===== config.mk =====
export PLATFORM = sky130hd
export DESIGN_NAME = sat_thresh_counter
export DESIGN_NICKNAME = d
export VERILOG_FILES = /design/src/rtl/stc_pkg.sv /design/src/rtl/stc_step_sel.sv /design/src/rtl/stc_next.sv /design/src/rtl/stc_flags.sv /design/src/rtl/sat_thresh_counter.sv
export SDC_FILE = /design/constraint.sdc
export NUM_CORES = 1
export LEC_CHECK = 0
export BUFFER_PORTS_ARGS = -buffer_cell sky130_fd_sc_hd__buf_2
export CAP_MARGIN = 20
export CELL_PAD_IN_SITES_DETAIL_PLACEMENT = 1
export CELL_PAD_IN_SITES_GLOBAL_PLACEMENT = 2
export CORE_MARGIN = 2
export CORE_UTILIZATION = 31
export DETAILED_ROUTE_END_ITERATION = 7
export HOLD_SLACK_MARGIN = 0.1
export MAX_ROUTING_LAYER = met4
export PLACE_DENSITY_LB_ADDON = 0.1
export SLEW_MARGIN = 20
export SYNTH_ARGS = -nofsm -noshare
export SYNTH_HDL_FRONTEND = slang
export SYNTH_SLANG_ARGS = --single-unit

===== constraint.sdc =====
create_clock -name clk -period 5.1 [get_ports clk]
set_input_delay 0 -clock clk [delete_from_list [all_inputs] [get_ports clk]]
set_output_delay 0 -clock clk [all_outputs]
set_load 0.01 [all_outputs]

===== src/rtl/stc_pkg.sv =====
// Package: shared types for the saturating threshold counter.
// Assumes nothing beyond IEEE 1800-2017 packed structs.
package stc_pkg;

    // Clamp indication produced by the next-value logic.
    typedef struct packed {
        logic over;
        logic under;
    } stc_wrap_t;

endpackage


===== src/rtl/stc_step_sel.sv =====
// Module: stc_step_sel
// Turns one strobe into a step amount of counter width. The amount is 0
// when the strobe is low. DYN selects the zero-extended hardware step
// input instead of the constant step.
// Assumes IN_W <= CNT_W.
module stc_step_sel #(
    parameter int                 CNT_W      = 32,
    parameter int                 IN_W       = 4,
    parameter bit                 DYN        = 1'b0,
    parameter logic [CNT_W-1:0]   CONST_STEP = 1
) (
    input  logic                  strobe_i,
    input  logic [IN_W-1:0]       step_i,
    output logic [CNT_W-1:0]      amt_o
);

    logic [CNT_W-1:0] dyn_ext;
    logic [CNT_W-1:0] chosen;

    // Zero-extend the hardware step to counter width.
    assign dyn_ext = CNT_W'(step_i);

    // Parameter picks the step source.
    generate
        if (DYN) begin : g_dyn
            assign chosen = dyn_ext;
        end else begin : g_const
            assign chosen = CONST_STEP | (dyn_ext & '0);
        end
    endgenerate

    // Gate by the strobe.
    assign amt_o = strobe_i ? chosen : '0;

endmodule


===== src/rtl/stc_next.sv =====
// Module: stc_next
// Computes the next count from the current count and the two step
// amounts. The net change is applied once. An upward move past UP_LIM
// clamps and flags over; a downward move past LO_LIM clamps and flags
// under. A count already beyond the limit in the direction of motion
// is held. Arithmetic uses two spare bits, so nothing wraps silently.
module stc_next
    import stc_pkg::*;
#(
    parameter int               CNT_W  = 32,
    parameter logic [CNT_W-1:0] UP_LIM = '1,
    parameter logic [CNT_W-1:0] LO_LIM = '0
) (
    input  logic [CNT_W-1:0] cnt_i,
    input  logic [CNT_W-1:0] inc_amt_i,
    input  logic [CNT_W-1:0] dec_amt_i,
    output logic [CNT_W-1:0] nxt_o,
    output stc_wrap_t        wrap_o
);

    localparam int EW = CNT_W + 2;

    logic signed [EW-1:0] raw;
    logic signed [EW-1:0] hi_lim;
    logic signed [EW-1:0] lo_lim;
    logic                 going_up;
    logic                 going_down;

    // Extended-width sum of the net change.
    assign raw = $signed({2'b00, cnt_i}) + $signed({2'b00, inc_amt_i})
               - $signed({2'b00, dec_amt_i});
    assign hi_lim     = $signed({2'b00, UP_LIM});
    assign lo_lim     = $signed({2'b00, LO_LIM});
    assign going_up   = inc_amt_i > dec_amt_i;
    assign going_down = dec_amt_i > inc_amt_i;

    // Saturation decision on the single net result.
    always_comb begin
        nxt_o        = raw[CNT_W-1:0];
        wrap_o.over  = 1'b0;
        wrap_o.under = 1'b0;
        if (going_up && (raw > hi_lim)) begin
            wrap_o.over = 1'b1;
            nxt_o       = (cnt_i > UP_LIM) ? cnt_i : UP_LIM;
        end else if (going_down && (raw < lo_lim)) begin
            wrap_o.under = 1'b1;
            nxt_o        = (cnt_i < LO_LIM) ? cnt_i : LO_LIM;
        end
    end

endmodule


===== src/rtl/stc_flags.sv =====
// Module: stc_flags
// Level threshold flags, derived from the registered count with no
// further state.
module stc_flags #(
    parameter int               CNT_W  = 32,
    parameter logic [CNT_W-1:0] UP_THR = '0,
    parameter logic [CNT_W-1:0] DN_THR = '0
) (
    input  logic [CNT_W-1:0] cnt_i,
    output logic             up_thr_o,
    output logic             dn_thr_o
);

    // Compare the count against each threshold.
    assign up_thr_o = cnt_i >= UP_THR;
    assign dn_thr_o = cnt_i <= DN_THR;

endmodule


===== src/rtl/sat_thresh_counter.sv =====
// Module: sat_thresh_counter (top)
// Software-read/write counter field with hardware increment and
// decrement strobes, per-direction saturation, threshold flags and
// clamp pulses. A software write wins over strobes in the same cycle.
// Assumes a single clock and a synchronous active-low reset.
module sat_thresh_counter
    import stc_pkg::*;
#(
    parameter int               CNT_W    = 32,
    parameter int               INC_W    = 4,
    parameter int               DEC_W    = 4,
    parameter bit               INC_DYN  = 1'b1,
    parameter bit               DEC_DYN  = 1'b0,
    parameter logic [CNT_W-1:0] INC_STEP = 2,
    parameter logic [CNT_W-1:0] DEC_STEP = 2,
    parameter logic [CNT_W-1:0] INC_SAT  = 15,
    parameter logic [CNT_W-1:0] DEC_SAT  = 5,
    parameter logic [CNT_W-1:0] INC_THR  = 10,
    parameter logic [CNT_W-1:0] DEC_THR  = 10
) (
    input  logic             clk,
    input  logic             rst_n,
    input  logic             sw_we_i,
    input  logic [CNT_W-1:0] sw_wdata_i,
    output logic [CNT_W-1:0] sw_rdata_o,
    input  logic             inc_i,
    input  logic [INC_W-1:0] inc_step_i,
    input  logic             dec_i,
    input  logic [DEC_W-1:0] dec_step_i,
    output logic             inc_thr_o,
    output logic             dec_thr_o,
    output logic             overflow_o,
    output logic             underflow_o
);

    logic [CNT_W-1:0] cnt_q;
    logic [CNT_W-1:0] inc_amt;
    logic [CNT_W-1:0] dec_amt;
    logic [CNT_W-1:0] cnt_nxt;
    stc_wrap_t        wrap_nxt;
    stc_wrap_t        wrap_q;

    stc_step_sel #(
        .CNT_W(CNT_W), .IN_W(INC_W), .DYN(INC_DYN), .CONST_STEP(INC_STEP)
    ) u_inc_step (
        .strobe_i(inc_i), .step_i(inc_step_i), .amt_o(inc_amt)
    );

    stc_step_sel #(
        .CNT_W(CNT_W), .IN_W(DEC_W), .DYN(DEC_DYN), .CONST_STEP(DEC_STEP)
    ) u_dec_step (
        .strobe_i(dec_i), .step_i(dec_step_i), .amt_o(dec_amt)
    );

    stc_next #(
        .CNT_W(CNT_W), .UP_LIM(INC_SAT), .LO_LIM(DEC_SAT)
    ) u_next (
        .cnt_i(cnt_q), .inc_amt_i(inc_amt), .dec_amt_i(dec_amt),
        .nxt_o(cnt_nxt), .wrap_o(wrap_nxt)
    );

    stc_flags #(
        .CNT_W(CNT_W), .UP_THR(INC_THR), .DN_THR(DEC_THR)
    ) u_flags (
        .cnt_i(cnt_q), .up_thr_o(inc_thr_o), .dn_thr_o(dec_thr_o)
    );

    // Field register: reset, software write, or hardware update.
    always_ff @(posedge clk) begin
        if (!rst_n) begin
            cnt_q <= '0;
        end else if (sw_we_i) begin
            cnt_q <= sw_wdata_i;
        end else begin
            cnt_q <= cnt_nxt;
        end
    end

    // Clamp pulses: one cycle, suppressed by a software write.
    always_ff @(posedge clk) begin
        if (!rst_n) begin
            wrap_q <= '0;
        end else if (sw_we_i) begin
            wrap_q <= '0;
        end else begin
            wrap_q <= wrap_nxt;
        end
    end

    assign sw_rdata_o  = cnt_q;
    assign overflow_o  = wrap_q.over;
    assign underflow_o = wrap_q.under;

endmodule


==> run_results.csv <==
group,metric,value,unit
final_layout,multi_input_gate_area_in_the_final_layout,2890,um^2
drt,avgViaCountPerCell,5.68,
final_layout,mostFrequentLayoutCells,"76 x sky130_fd_sc_hd__buf_2, 49 x sky130_fd_sc_hd__nand2_1, 32 x sky130_fd_sc_hd__dfxtp_1, 30 x sky130_fd_sc_hd__dlygate4sd3_1, 30 x sky130_fd_sc_hd__buf_4",
power,swShare,39.4,%
cts,clk_pin_slew_worst_paths,60,ps
cts,clock_latency,300,ps
drt,ant_nets,0,
drt,dr_total_vias,4352,
global_routing,grt_overflow_total,0,
worst_setup_path,critical_path.n_buffers_inverters,2,
power,power_frac_clock,31.2,%
floorplanning,die_w,114,um
timing,min_period_over_period,95.5,%
placement,detailed_place_hpwl,12200,um
worst_setup_path,critical_path.cell_chain,"ha_1 > inv_1 > fa_1 > nand2b_1 > a21o_2 > o31a_1 > nor3_4 > nand4_1 > or4b_4 > or2_4 > xor2_2 > or3_4 > o31a_4 > buf_12 > or3_1 > a31oi_1",
synthesis,share_of_synthesized_area_occupied_by_flip_flops_and_latches,18.2,%
cts,htreeDepth,2,
final_layout,filler_cell_count,1493,
power,power.switching,527,uW
floorplanning,die_area,13000,um^2
worst_setup_path,worst_setup_path_end_kind,"register",
synthesis,mean_instance_size_in_the_synthesized_netlist,7.42,um^2
timing,fin_skew,6.49,ps
power,total_leakage_power,1.94,nW
final_layout,final_common_cell,"sky130_fd_sc_hd__buf_2",
min_path,hold_class,"in2reg",
worst_setup_path,cp.arrival,5090,ps
synthesis,synth-async-reset-ratio,0,%
global_routing,first_global_vias,4524,
drt,post-route-drc-count,0,
placement,place.port_buffers,76,
timing,final.hold.worst_slack,109,ps
timing,hold_viol,0,
synthesis,synth_warnings,0,
cts,cts_buffers,5,
final_layout,synthToLayoutAreaGrowth,31.9,%
global_routing,gr-usage-all-layers,25.3,%
drt,drt_wl_total,15700,um
drt,count_of_routing_violations_after_the_opening_detailed_route_iteration,174,
placement,preCtsSetupSlack,170,ps
floorplanning,ioPinCount,81,
synthesis,netlist-cell-type-count,78,
worst_setup_path,critical_path_cell_count,16,
global_routing,grt_pass1_wl,24900,um
power,share_seq_of_total_power,27.3,%
synthesis,mappedNetlistNets,558,
timing,final_period_minus_worst_setup_slack,4870,ps
drt,detail_route.first_pass.iterations,4,
cts,cts.sink_count,34,
worst_setup_path,r2r_cells,16,
global_routing,largest_net_degree_at_the_start_of_global_routing,40,
floorplanning,core-area,11900,um^2
synthesis,synth_area,3750,um^2
placement,place.gp.congestion,0.896,
worst_setup_path,critical-path-top-delay-family,"simple AND/OR/NAND/NOR gates",
flow_run,maxCapViolCount,0,
timing,fmaxAchievable,205,MHz
min_path,worst_hold_path.num_cells,3,
final_layout,fin_cells,766,
worst_setup_path,worstSetupPathType,"reg2reg",
worst_setup_path,required,5320,ps
power,ir_worst_vdd,0.103,mV
synthesis,ys_seq_elements,34,
timing,tightestPinTransition,761,ps
final_layout,drive_above_1_share,24.2,%
floorplanning,floorplan.rows,40,
global_routing,antenna_found_initial,0,
final_layout,final-seq-area,683,um^2
synthesis,synth_enable_flop_cells,0,
timing,report.final.slew_viol_count,0,
timing,max_slew_margin,49.3,%
worst_setup_path,worstPathMaxFanout,15,
power,pwr-share-comb,41.5,%
timing,setup_violations,0,
floorplanning,initial_utilization,31.5,%
worst_setup_path,cpMaxStageDelayCell,"sky130_fd_sc_hd__or4b_4",
timing,setup_slack,232,ps
final_layout,finish.net_count,671,
cts,clockRootBuffer,"sky130_fd_sc_hd__clkbuf_16",
placement,placedCellCount,726,
synthesis,synth_top_flop_cell,"sky130_fd_sc_hd__dfxtp_1",
cts,clock_buffer_depth,2,
drt,wl_per_cell,20.5,um
worst_setup_path,slowest_delay,610,ps
cts,clock_tree_from_tritoncts,"yes",
floorplanning,fp.dieH,114,um
power,powerDensity,271,nW/um^2
synthesis,gate_count_of_the_mapped_netlist,505,
power,p_int,812,uW
worst_setup_path,crit_path_start_kind,"register",
status,outcome,"finished, final reports clean",
final_layout,antenna_cells,0,
-- final timing paths --
check	startpoint	endpoint	slack (ps)
setup / recovery	sw_rdata_o[0]$_SDFFE_PN0P_	sw_rdata_o[7]$_SDFFE_PN0P_	230
hold / removal	sw_wdata_i[22]	sw_rdata_o[22]$_SDFFE_PN0P_	110
setup reg to reg	sw_rdata_o[0]$_SDFFE_PN0P_	sw_rdata_o[7]$_SDFFE_PN0P_	230
hold reg to reg	sw_rdata_o[1]$_SDFFE_PN0P_	sw_rdata_o[1]$_SDFFE_PN0P_	530
-- metal layers --
layer  part of all wire (%)  up-vias  track usage (%)
li1                       -     2131                -
met1                     47     2102             32.3
met2                     47       96             41.3
met3                    3.8       23             3.88
met4                    2.7        0             7.80
met5                      0        -                -
-- per-stage QoR --
stage               utilization (%)  total power, mW  TNS [ps]  instance area, um^2
finish                         41.5             1.34         0                 4940
global route                   41.5             1.42     -10.4                 4940
CTS                            41.1             1.34         0                 4890
detailed placement             36.9            0.897         0                 4400
global placement               36.9            0.888         0                 4400
floorplan                         -            0.706         0                 3750
-- flip-flops by register name, summed over array words and instances (netlist names) --
name,count
sw_rdata_o,32
overflow_o,1
underflow_o,1
-- worst min-delay path, cell delays in order --
cell	delay, ps
sky130_fd_sc_hd__buf_2	90
sky130_fd_sc_hd__o2bb2a_1	210
sky130_fd_sc_hd__a21oi_1	50
-- layout make-up --
cell class,count,area share (%)
clock buffer,5,2.53
clock inverter,3,1.39
inverter,18,1.37
multi-input combinational,422,58.4
sequential,34,13.8
tap,147,3.72
timing repair buffer,137,18.7
-- power groups by stage --
| stage | combinational, mW | sequential, mW | clock, mW |
|---|---|---|---|
| floorplan | 0.348 | 0.358 | 0 |
| global placement | 0.519 | 0.369 | 0 |
| detailed placement | 0.527 | 0.370 | 0 |
| CTS | 0.548 | 0.365 | 0.424 |
| global route | 0.614 | 0.372 | 0.439 |
| finish | 0.556 | 0.365 | 0.417 |
-- synth_stat cells (3+ instances only) --
cell / number / area share (%)
sky130_fd_sc_hd__o221ai_1: 3 / 0.70
sky130_fd_sc_hd__xor2_1: 25 / 5.8
sky130_fd_sc_hd__o21a_1: 4 / 0.80
sky130_fd_sc_hd__nor3b_1: 3 / 0.60
sky130_fd_sc_hd__o211a_1: 5 / 1.3
sky130_fd_sc_hd__a21o_1: 3 / 0.60
sky130_fd_sc_hd__and2_1: 11 / 1.8
sky130_fd_sc_hd__a211oi_1: 3 / 0.60
sky130_fd_sc_hd__xnor2_1: 26 / 6.1
sky130_fd_sc_hd__o21ai_1: 3 / 0.40
sky130_fd_sc_hd__ha_1: 7 / 2.3
sky130_fd_sc_hd__and3_1: 13 / 2.2
sky130_fd_sc_hd__clkbuf_1: 19 / 1.9
sky130_fd_sc_hd__nand2b_1: 3 / 0.50
sky130_fd_sc_hd__or3_1: 16 / 2.7
sky130_fd_sc_hd__o211ai_1: 9 / 1.8
sky130_fd_sc_hd__nand3_2: 3 / 0.80
sky130_fd_sc_hd__dfxtp_1: 34 / 18
sky130_fd_sc_hd__nand4_1: 19 / 3.2
sky130_fd_sc_hd__a31oi_1: 19 / 3.2
sky130_fd_sc_hd__or2_2: 4 / 0.67
sky130_fd_sc_hd__a21oi_1: 9 / 1.2
sky130_fd_sc_hd__o22ai_1: 4 / 0.67
sky130_fd_sc_hd__nor3_1: 17 / 2.3
sky130_fd_sc_hd__nand2_1: 49 / 4.9
sky130_fd_sc_hd__buf_4: 3 / 0.60
sky130_fd_sc_hd__and4_1: 3 / 0.70
sky130_fd_sc_hd__nor4_1: 18 / 3.0
sky130_fd_sc_hd__inv_1: 17 / 1.7
sky130_fd_sc_hd__or4_1: 4 / 0.80
sky130_fd_sc_hd__nor2_1: 28 / 2.8
sky130_fd_sc_hd__o32ai_1: 7 / 1.6
sky130_fd_sc_hd__buf_2: 5 / 0.67
sky130_fd_sc_hd__o21ai_0: 22 / 2.9
sky130_fd_sc_hd__nand4b_1: 3 / 0.70
sky130_fd_sc_hd__a22o_1: 6 / 1.4
sky130_fd_sc_hd__nand3_1: 27 / 3.6
sky130_fd_sc_hd__mux2i_1: 3 / 0.80
-- cells by family after synthesis --
logic type / after synthesis / synth area share [%]
flops: 34 / 18.2
mux: 5 / 1.40
fa+ha+maj: 8 / 2.87
compound gates: 120 / 23.9
xor+xnor: 53 / 12.8
buf+inv: 49 / 5.81
simple gates: 236 / 35.0
-- what timing repair did --
item | 4_1_cts | 5_1_grt
setup buffers | 0 | 2
endpoints found under the hold margin | 30 | 0
hold buffers | 30 | 0
resized for setup | 0 | 10
endpoints found under the setup margin | 0 | 32
Note: power is estimated with default switching activity, not from simulation.
